**src/rtl/bkpt_ctx_pkg.sv**
```systemverilog
package bkpt_ctx_pkg;

   localparam int TYPE_W = 4;

   typedef enum logic [1:0] {
      CMP_OFF  = 2'd0,
      CMP_VMID = 2'd1,
      CMP_CTX  = 2'd2
   } cmp_mode_e;

   // Type bits [3:2] pick the comparison; straps can still disable it.
   function automatic cmp_mode_e decode_mode(input logic [TYPE_W-1:0] ty,
                                             input logic hyp,
                                             input logic ctx2);
      cmp_mode_e m;
      m = CMP_OFF;
      if (hyp && ty[3:2] == 2'b10)
         m = CMP_VMID;
      else if (hyp && ctx2 && ty[3:2] == 2'b11)
         m = CMP_CTX;
      return m;
   endfunction

endpackage

```
**src/rtl/bkpt_ctx_bank.sv**
```systemverilog
module bkpt_ctx_bank #(
   parameter int SLOTS    = 16,
   parameter int IMPL     = 16,
   parameter int DATA_W   = 32,
   localparam int IDX_W   = (SLOTS > 1) ? $clog2(SLOTS) : 1
) (
   input  logic                    clk,
   input  logic                    rst_n,
   input  logic                    wr_en,
   input  logic [IDX_W-1:0]        wr_idx,
   input  logic [DATA_W-1:0]       wr_data,
   output logic [SLOTS*DATA_W-1:0] q_flat
);

   for (genvar i = 0; i < SLOTS; i++) begin : g_slot
      if (i < IMPL) begin : g_impl
         logic [DATA_W-1:0] q;
         logic              sel;

         assign sel = wr_en && (int'(wr_idx) == i);

         always_ff @(posedge clk or negedge rst_n) begin
            if (!rst_n)   q <= '0;
            else if (sel) q <= wr_data;
         end

         assign q_flat[i*DATA_W +: DATA_W] = q;

         // a legal write is visible in storage on the next cycle
         p_write_lands_r2: assert property (@(posedge clk) disable iff (!rst_n)
            (wr_en && int'(wr_idx) == i) |=> q_flat[i*DATA_W +: DATA_W] == $past(wr_data));

         // storage only moves on a write
         p_idle_hold_r9: assert property (@(posedge clk) disable iff (!rst_n)
            !wr_en |=> $stable(q_flat[i*DATA_W +: DATA_W]));
      end else begin : g_absent
         assign q_flat[i*DATA_W +: DATA_W] = '0;
      end
   end

endmodule

```
**src/rtl/bkpt_ctx_slot.sv**
```systemverilog
module bkpt_ctx_slot
   import bkpt_ctx_pkg::*;
#(
   parameter int DATA_W    = 32,
   parameter int VMID_W    = 16,
   parameter int VMID_LO_W = 8
) (
   input  logic [DATA_W-1:0] stored,
   input  logic [TYPE_W-1:0] ty,
   input  logic              hyp_present,
   input  logic              vmid_wide,
   input  logic              ctx2_present,
   input  logic [VMID_W-1:0] cur_vmid,
   input  logic [DATA_W-1:0] cur_ctxid,
   output logic [DATA_W-1:0] view,
   output logic              hit
);

   localparam logic [DATA_W-1:0] MASK_LO   = DATA_W'({VMID_LO_W{1'b1}});
   localparam logic [DATA_W-1:0] MASK_WIDE = DATA_W'({VMID_W{1'b1}});

   cmp_mode_e         mode;
   logic [DATA_W-1:0] mask;
   logic [DATA_W-1:0] ref_val;

   always_comb begin
      mode = decode_mode(ty, hyp_present, ctx2_present);
      unique case (mode)
         CMP_VMID: begin
            mask    = vmid_wide ? MASK_WIDE : MASK_LO;
            ref_val = DATA_W'(cur_vmid);
         end
         CMP_CTX: begin
            mask    = '1;
            ref_val = cur_ctxid;
         end
         default: begin
            mask    = '0;
            ref_val = '0;
         end
      endcase
      view = stored & mask;
      hit  = (mode != CMP_OFF) && (view == (ref_val & mask));
   end

endmodule

```
**src/rtl/bkpt_ctx_match.sv**
```systemverilog
module bkpt_ctx_match
   import bkpt_ctx_pkg::*;
#(
   parameter int SLOTS           = 16,
   parameter int NUM_BREAKPOINTS = 16,
   parameter int DATA_W          = 32,
   parameter int VMID_W          = 16,
   parameter int VMID_LO_W       = 8,
   localparam int IDX_W          = (SLOTS > 1) ? $clog2(SLOTS) : 1
) (
   input  logic                    clk,
   input  logic                    rst_n,
   input  logic                    wr_en,
   input  logic [IDX_W-1:0]        wr_idx,
   input  logic [DATA_W-1:0]       wr_data,
   input  logic [IDX_W-1:0]        rd_idx,
   output logic [DATA_W-1:0]       rd_data,
   input  logic [SLOTS*TYPE_W-1:0] bp_type,
   input  logic [VMID_W-1:0]       cur_vmid,
   input  logic [DATA_W-1:0]       cur_ctxid,
   input  logic                    hyp_present,
   input  logic                    vmid16_present,
   input  logic                    vmid16_en,
   input  logic                    ctx2_present,
   output logic [SLOTS-1:0]        match
);

   if (NUM_BREAKPOINTS < 1 || NUM_BREAKPOINTS > SLOTS) begin : g_bad_count
      $error("NUM_BREAKPOINTS must lie in 1..SLOTS");
   end
   if (VMID_LO_W > VMID_W || VMID_W > DATA_W) begin : g_bad_width
      $error("VMID widths must satisfy VMID_LO_W <= VMID_W <= DATA_W");
   end

   logic [SLOTS*DATA_W-1:0] q_flat;
   logic [SLOTS*DATA_W-1:0] view_flat;
   logic                    vmid_wide;

   assign vmid_wide = vmid16_present && vmid16_en;

   bkpt_ctx_bank #(
      .SLOTS  (SLOTS),
      .IMPL   (NUM_BREAKPOINTS),
      .DATA_W (DATA_W)
   ) u_bank (
      .clk     (clk),
      .rst_n   (rst_n),
      .wr_en   (wr_en),
      .wr_idx  (wr_idx),
      .wr_data (wr_data),
      .q_flat  (q_flat)
   );

   for (genvar i = 0; i < SLOTS; i++) begin : g_cmp
      if (i < NUM_BREAKPOINTS) begin : g_impl
         bkpt_ctx_slot #(
            .DATA_W    (DATA_W),
            .VMID_W    (VMID_W),
            .VMID_LO_W (VMID_LO_W)
         ) u_slot (
            .stored       (q_flat[i*DATA_W +: DATA_W]),
            .ty           (bp_type[i*TYPE_W +: TYPE_W]),
            .hyp_present  (hyp_present),
            .vmid_wide    (vmid_wide),
            .ctx2_present (ctx2_present),
            .cur_vmid     (cur_vmid),
            .cur_ctxid    (cur_ctxid),
            .view         (view_flat[i*DATA_W +: DATA_W]),
            .hit          (match[i])
         );

         // a hit needs a context-capable type and a hypervisor level
         p_hit_capable_r10: assert property (@(posedge clk) disable iff (!rst_n)
            match[i] |-> (bp_type[i*TYPE_W+3] && hyp_present));
      end else begin : g_absent
         assign view_flat[i*DATA_W +: DATA_W] = '0;
         assign match[i] = 1'b0;
      end
   end

   always_comb begin
      rd_data = '0;
      if (int'(rd_idx) < NUM_BREAKPOINTS)
         rd_data = view_flat[int'(rd_idx)*DATA_W +: DATA_W];
   end

   logic [TYPE_W-1:0] rd_ty;
   assign rd_ty = (int'(rd_idx) < SLOTS) ? bp_type[int'(rd_idx)*TYPE_W +: TYPE_W] : '0;

   // a disabled type reads as zero
   p_off_reads_zero_r8: assert property (@(posedge clk) disable iff (!rst_n)
      !rd_ty[3] |-> rd_data == '0);

   // narrow VMID hides everything above the low byte
   p_narrow_vmid_r4: assert property (@(posedge clk) disable iff (!rst_n)
      (rd_ty[3:2] == 2'b10 && !vmid_wide) |-> (rd_data >> VMID_LO_W) == '0);

   // wide VMID still hides the upper half
   p_wide_vmid_r5: assert property (@(posedge clk) disable iff (!rst_n)
      (rd_ty[3:2] == 2'b10) |-> (rd_data >> VMID_W) == '0);

   // context mode without its extension strap reads as zero
   p_ctx_gate_r7: assert property (@(posedge clk) disable iff (!rst_n)
      ((rd_ty[3:2] == 2'b11 && !ctx2_present) || !hyp_present) |-> rd_data == '0);

   // unimplemented slots never raise a flag
   p_absent_quiet_r3: assert property (@(posedge clk) disable iff (!rst_n)
      (match >> NUM_BREAKPOINTS) == '0);

endmodule

```
**config.mk**
```make
export PLATFORM = sky130hd
export DESIGN_NAME = bkpt_ctx_match
export DESIGN_NICKNAME = d
export VERILOG_FILES = /design/src/rtl/bkpt_ctx_pkg.sv /design/src/rtl/bkpt_ctx_bank.sv /design/src/rtl/bkpt_ctx_slot.sv /design/src/rtl/bkpt_ctx_match.sv
export SDC_FILE = /design/constraint.sdc
export NUM_CORES = 2
export LEC_CHECK = 0
export ABC_AREA = 1
export BUFFER_PORTS_ARGS = -buffer_cell sky130_fd_sc_hd__buf_2
export CAP_MARGIN = 20
export CORE_MARGIN = 2
export CORE_UTILIZATION = 25
export CTS_CLUSTER_DIAMETER = 50
export DETAILED_ROUTE_END_ITERATION = 7
export MAX_ROUTING_LAYER = met4
export PLACE_DENSITY_LB_ADDON = 0.05
export SETUP_SLACK_MARGIN = 0.02
export SYNTH_ARGS = -nofsm -noshare
export SYNTH_HDL_FRONTEND = slang
export SYNTH_SLANG_ARGS = --single-unit
```
**constraint.sdc**
```tcl
create_clock -name clk -period 4.6 [get_ports clk]
set_input_delay 1.15 -clock clk [delete_from_list [all_inputs] [get_ports clk]]
set_output_delay 1.15 -clock clk [all_outputs]
set_load 0.02 [all_outputs]
```
==> impl_metrics.csv <==
group,metric,value,unit
floorplanning,die_w,389,microns
yosys,synth-compound-area-share,0.169,
floorplanning,core,147000,sq um
yosys,synthesis.nets,6261,
drt,wire_per_inst,25.8,microns
yosys,synthAdderAreaFrac,0,
yosys,synth_top_family_by_area,"simple AND/OR/NAND/NOR gates",
global_route,track_usage,0.291,
clock_network,clk_path_buf_depth,3,
critical_path,arrival,3.41,ns
timing,rsz0062_at_grt,"true",
critical_path,required,3.45,ns
critical_path,reg2reg_depth,2,
yosys,synth_area_leaders,"dfrtp_1 (35%), nand2_1 (23%), o21ai_0 (12%), nand3_1 (6.6%), nor2_1 (5.9%)",
place,dp_hpwl,168000,microns
drt,wl,218000,microns
yosys,synth-seq-cells,512,
power,p_clk_frac,0.473,
layout,finish.net_count,6589,
place,place_area,43000,sq um
clock_network,cts_made_buffers,114,
floorplanning,ioPinCount,207,
timing,min_period,4.56,ns
drt,wl_met1,98900,microns
timing,fin_ws,0.0398,ns
layout,design_area,47700,sq um
yosys,synth_edf_count,0,
layout,final_common_cell,"nand2_1",
timing,hold_slack,0.437,ns
critical_path,regToRegStartpoint,"u_bank.g_slot[1].g_impl.q[26]$_DFFE_PN0P_",
critical_path,crit_path_end_kind,"output port",
yosys,muxShareOfSynthArea,0,
yosys,synth_top_area_share,0.346,
clock_network,cts_tree,"done",
run,cap_violations,0,
yosys,avgSynthCellArea,6.06,sq um
layout,layout-drive-gt1-share,0.144,
power,p_int,13.3,mW
yosys,ys_seq_area_frac,0.346,
yosys,ys.flop_type,"dfrtp_1",
critical_path,r2r_slack,3.80,ns
yosys,synth_area,37000,sq um
power,power,20.1,mW
layout,fin_util,0.324,
power,switchingPower,6.80,mW
global_route,grt-ovfl-total,0,
drt,ant_nets,0,
power,leakage,22.9,nW
power,ir_worst_vdd,0.298,mV
yosys,yosys.area_share.xor_xnor,0.0128,
clock_network,cts_hold_buf,0,
critical_path,critPathMaxFanout,12,
floorplanning,start_util,0.251,
global_route,grt_pass1_vias,40000,
timing,hold_violations,0,
critical_path,start_kind,"input pin",
timing,slew_viol_final,0,
drt,drt_iter0_markers,3579,
clock_network,clk_pin_slew,0.05,ns
drt,drtPass1Iterations,6,
global_route,antenna_found_initial,10,
floorplanning,num_rows,141,
floorplanning,fp.dieArea,151000,sq um
place,portBuffers,174,
drt,routed.top_layer,"met4",
yosys,synth-simple-area-share,0.376,
drt,vias,42000,
clock_network,clkLatencyLatePin,0.74,ns
worst_hold_path,min_path_type,"in2async",
yosys,async_flop_share,1.00,
layout,area_delta_synth_final,28.8,%
timing,tightest_slew,1.14,ns
global_route,grt_start_max_net_pins,75,
place,post-place-ws,-0.185,ns
layout,largest_reg_flops,512,
critical_path,critPathKind,"in2out",
global_route,grt_pass1_wl,307000,microns
clock_network,cts_root_buf,"clkbuf_16",
power,pwr-share-seq,0.314,
timing,post-route-period-util,0.991,
timing,fmax,219,MHz
clock_network,cts_sinks,512,
drt,viasPerCell,4.97,
status,status,"finished clean",
layout,regMostFlops,"u_bank.g_slot.g_impl.q",
floorplanning,die_h,389,microns
timing,setup_violations,0,
layout,layout_common_cells,"nand2_1 (2220), o21ai_0 (867), nor2_1 (558)",
timing,relSlewSlack,0.239,
place,gp_congestion,0.968,
power,powerDensity,421,nW/um^2
yosys,syn-instance-count,6102,
yosys,yosysWarnings,0,
drt,wl_met2,102000,microns
drt,route.detailed.drc,0,
power,combinationalPowerShare,0.213,
critical_path,r2r-end,"u_bank.g_slot[1].g_impl.q[26]$_DFFE_PN0P_",
clock_network,htreeDepth,3,
timing,skew,0,ns
power,swShare,0.339,
yosys,synth_top_area_cell,"dfrtp_1",
layout,top_regs,"u_bank.g_slot.g_impl.q x512",
yosys,yosysUniqueCellTypes,38,
drt,route.met3.wl,9990,microns
what timing repair did:
action	in CTS	in global routing
buffers inserted	0	1
gates cloned	0	2
resized for setup	22	59
endpoints found under the setup margin	20	32
pin swaps	0	4
power groups by stage:
stage               clock network [mW]  logic (mW)  registers (mW)
floorplan                            0        2.44            6.08
global placement                     0        4.19            6.35
detailed placement                   0        4.22            6.35
CTS                               9.65        4.24            6.30
global route                      9.83        4.75            6.44
finish                            9.48        4.27            6.31
critical path, stage by stage:
cell	delay (ns)
buf_2	0.26
inv_1	0.12
buf_12	0.18
o21ai_0	0.35
nor2_1	0.09
nand2_1	0.08
nor2_1	0.06
a21oi_1	0.37
nor2_1	0.12
buf_4	0.18
nand3_1	0.07
nor2_1	0.06
buf_4	0.15
buf_2	0.16
synthesized netlist by cell type (3+ instances only):
cell type / count
o21ai_2: 3
buf_4: 27
xnor2_1: 24
buf_1: 60
o21a_1: 3
nand3_1: 487
buf_2: 48
nor2_1: 583
o22ai_1: 57
clkbuf_1: 277
nand2_1: 2238
a21boi_0: 5
o21ai_0: 877
nand4_1: 24
or2_2: 5
xor2_1: 30
a21oi_2: 3
inv_2: 9
a21oi_1: 153
nor2_4: 8
o211ai_1: 42
nor3_1: 52
a31oi_1: 21
nor2_2: 9
nand2_2: 5
inv_1: 478
dfrtp_1: 512
o31ai_1: 19
o21ai_1: 4
nand3b_1: 28
layer usage:
metal | up-vias | track usage
met3 | 285 | 0.0277
met2 | 1256 | 0.469
met1 | 20200 | 0.385
met5 | - | -
met4 | 0 | 0.0873
li1 | 20300 | -
per-stage QoR:
stage,cells,setup TNS (ns)
2_1_floorplan,6102,0
3_3_place_gp,8241,-0.865
3_5_place_dp,8241,-0.933
4_1_cts,8456,0
5_1_grt,8461,0
6_report,8465,0
cell families (layout without fill, tap and decap cells):
kind of cell / Yosys count / count (layout)
other: 0 / 6
AOI/OAI and AO/OA: 1188 / 1188
xor gates and xnor gates: 54 / 54
buffers and inverters: 903 / 1330
and+or+nand+nor: 3445 / 3445
DFF: 512 / 512
cell type report:
cell class | instances | area [sq um]
Clock buffer | 137 | 3130
Clock inverter | 78 | 1230
Antenna cell | 6 | 15.0
Inverter | 489 | 1850
Timing Repair Buffer | 626 | 5310
Tap cell | 1930 | 2410
Sequential cell | 512 | 12800
Fill cell | 16500 | 99600
Multi-Input combinational cell | 4687 | 20900
worst max-delay path by stage:
stage | from | endpoint | depth (start not counted)
finish | cur_ctxid[26] | match[5] | 14
global route | cur_ctxid[26] | match[15] | 17
CTS | hyp_present | rd_data[25] | 13
detailed placement | hyp_present | match[2] | 14
global placement | hyp_present | rd_data[25] | 13
floorplan | hyp_present | rd_data[12] | 12
Power figures use the tool's default switching activity.
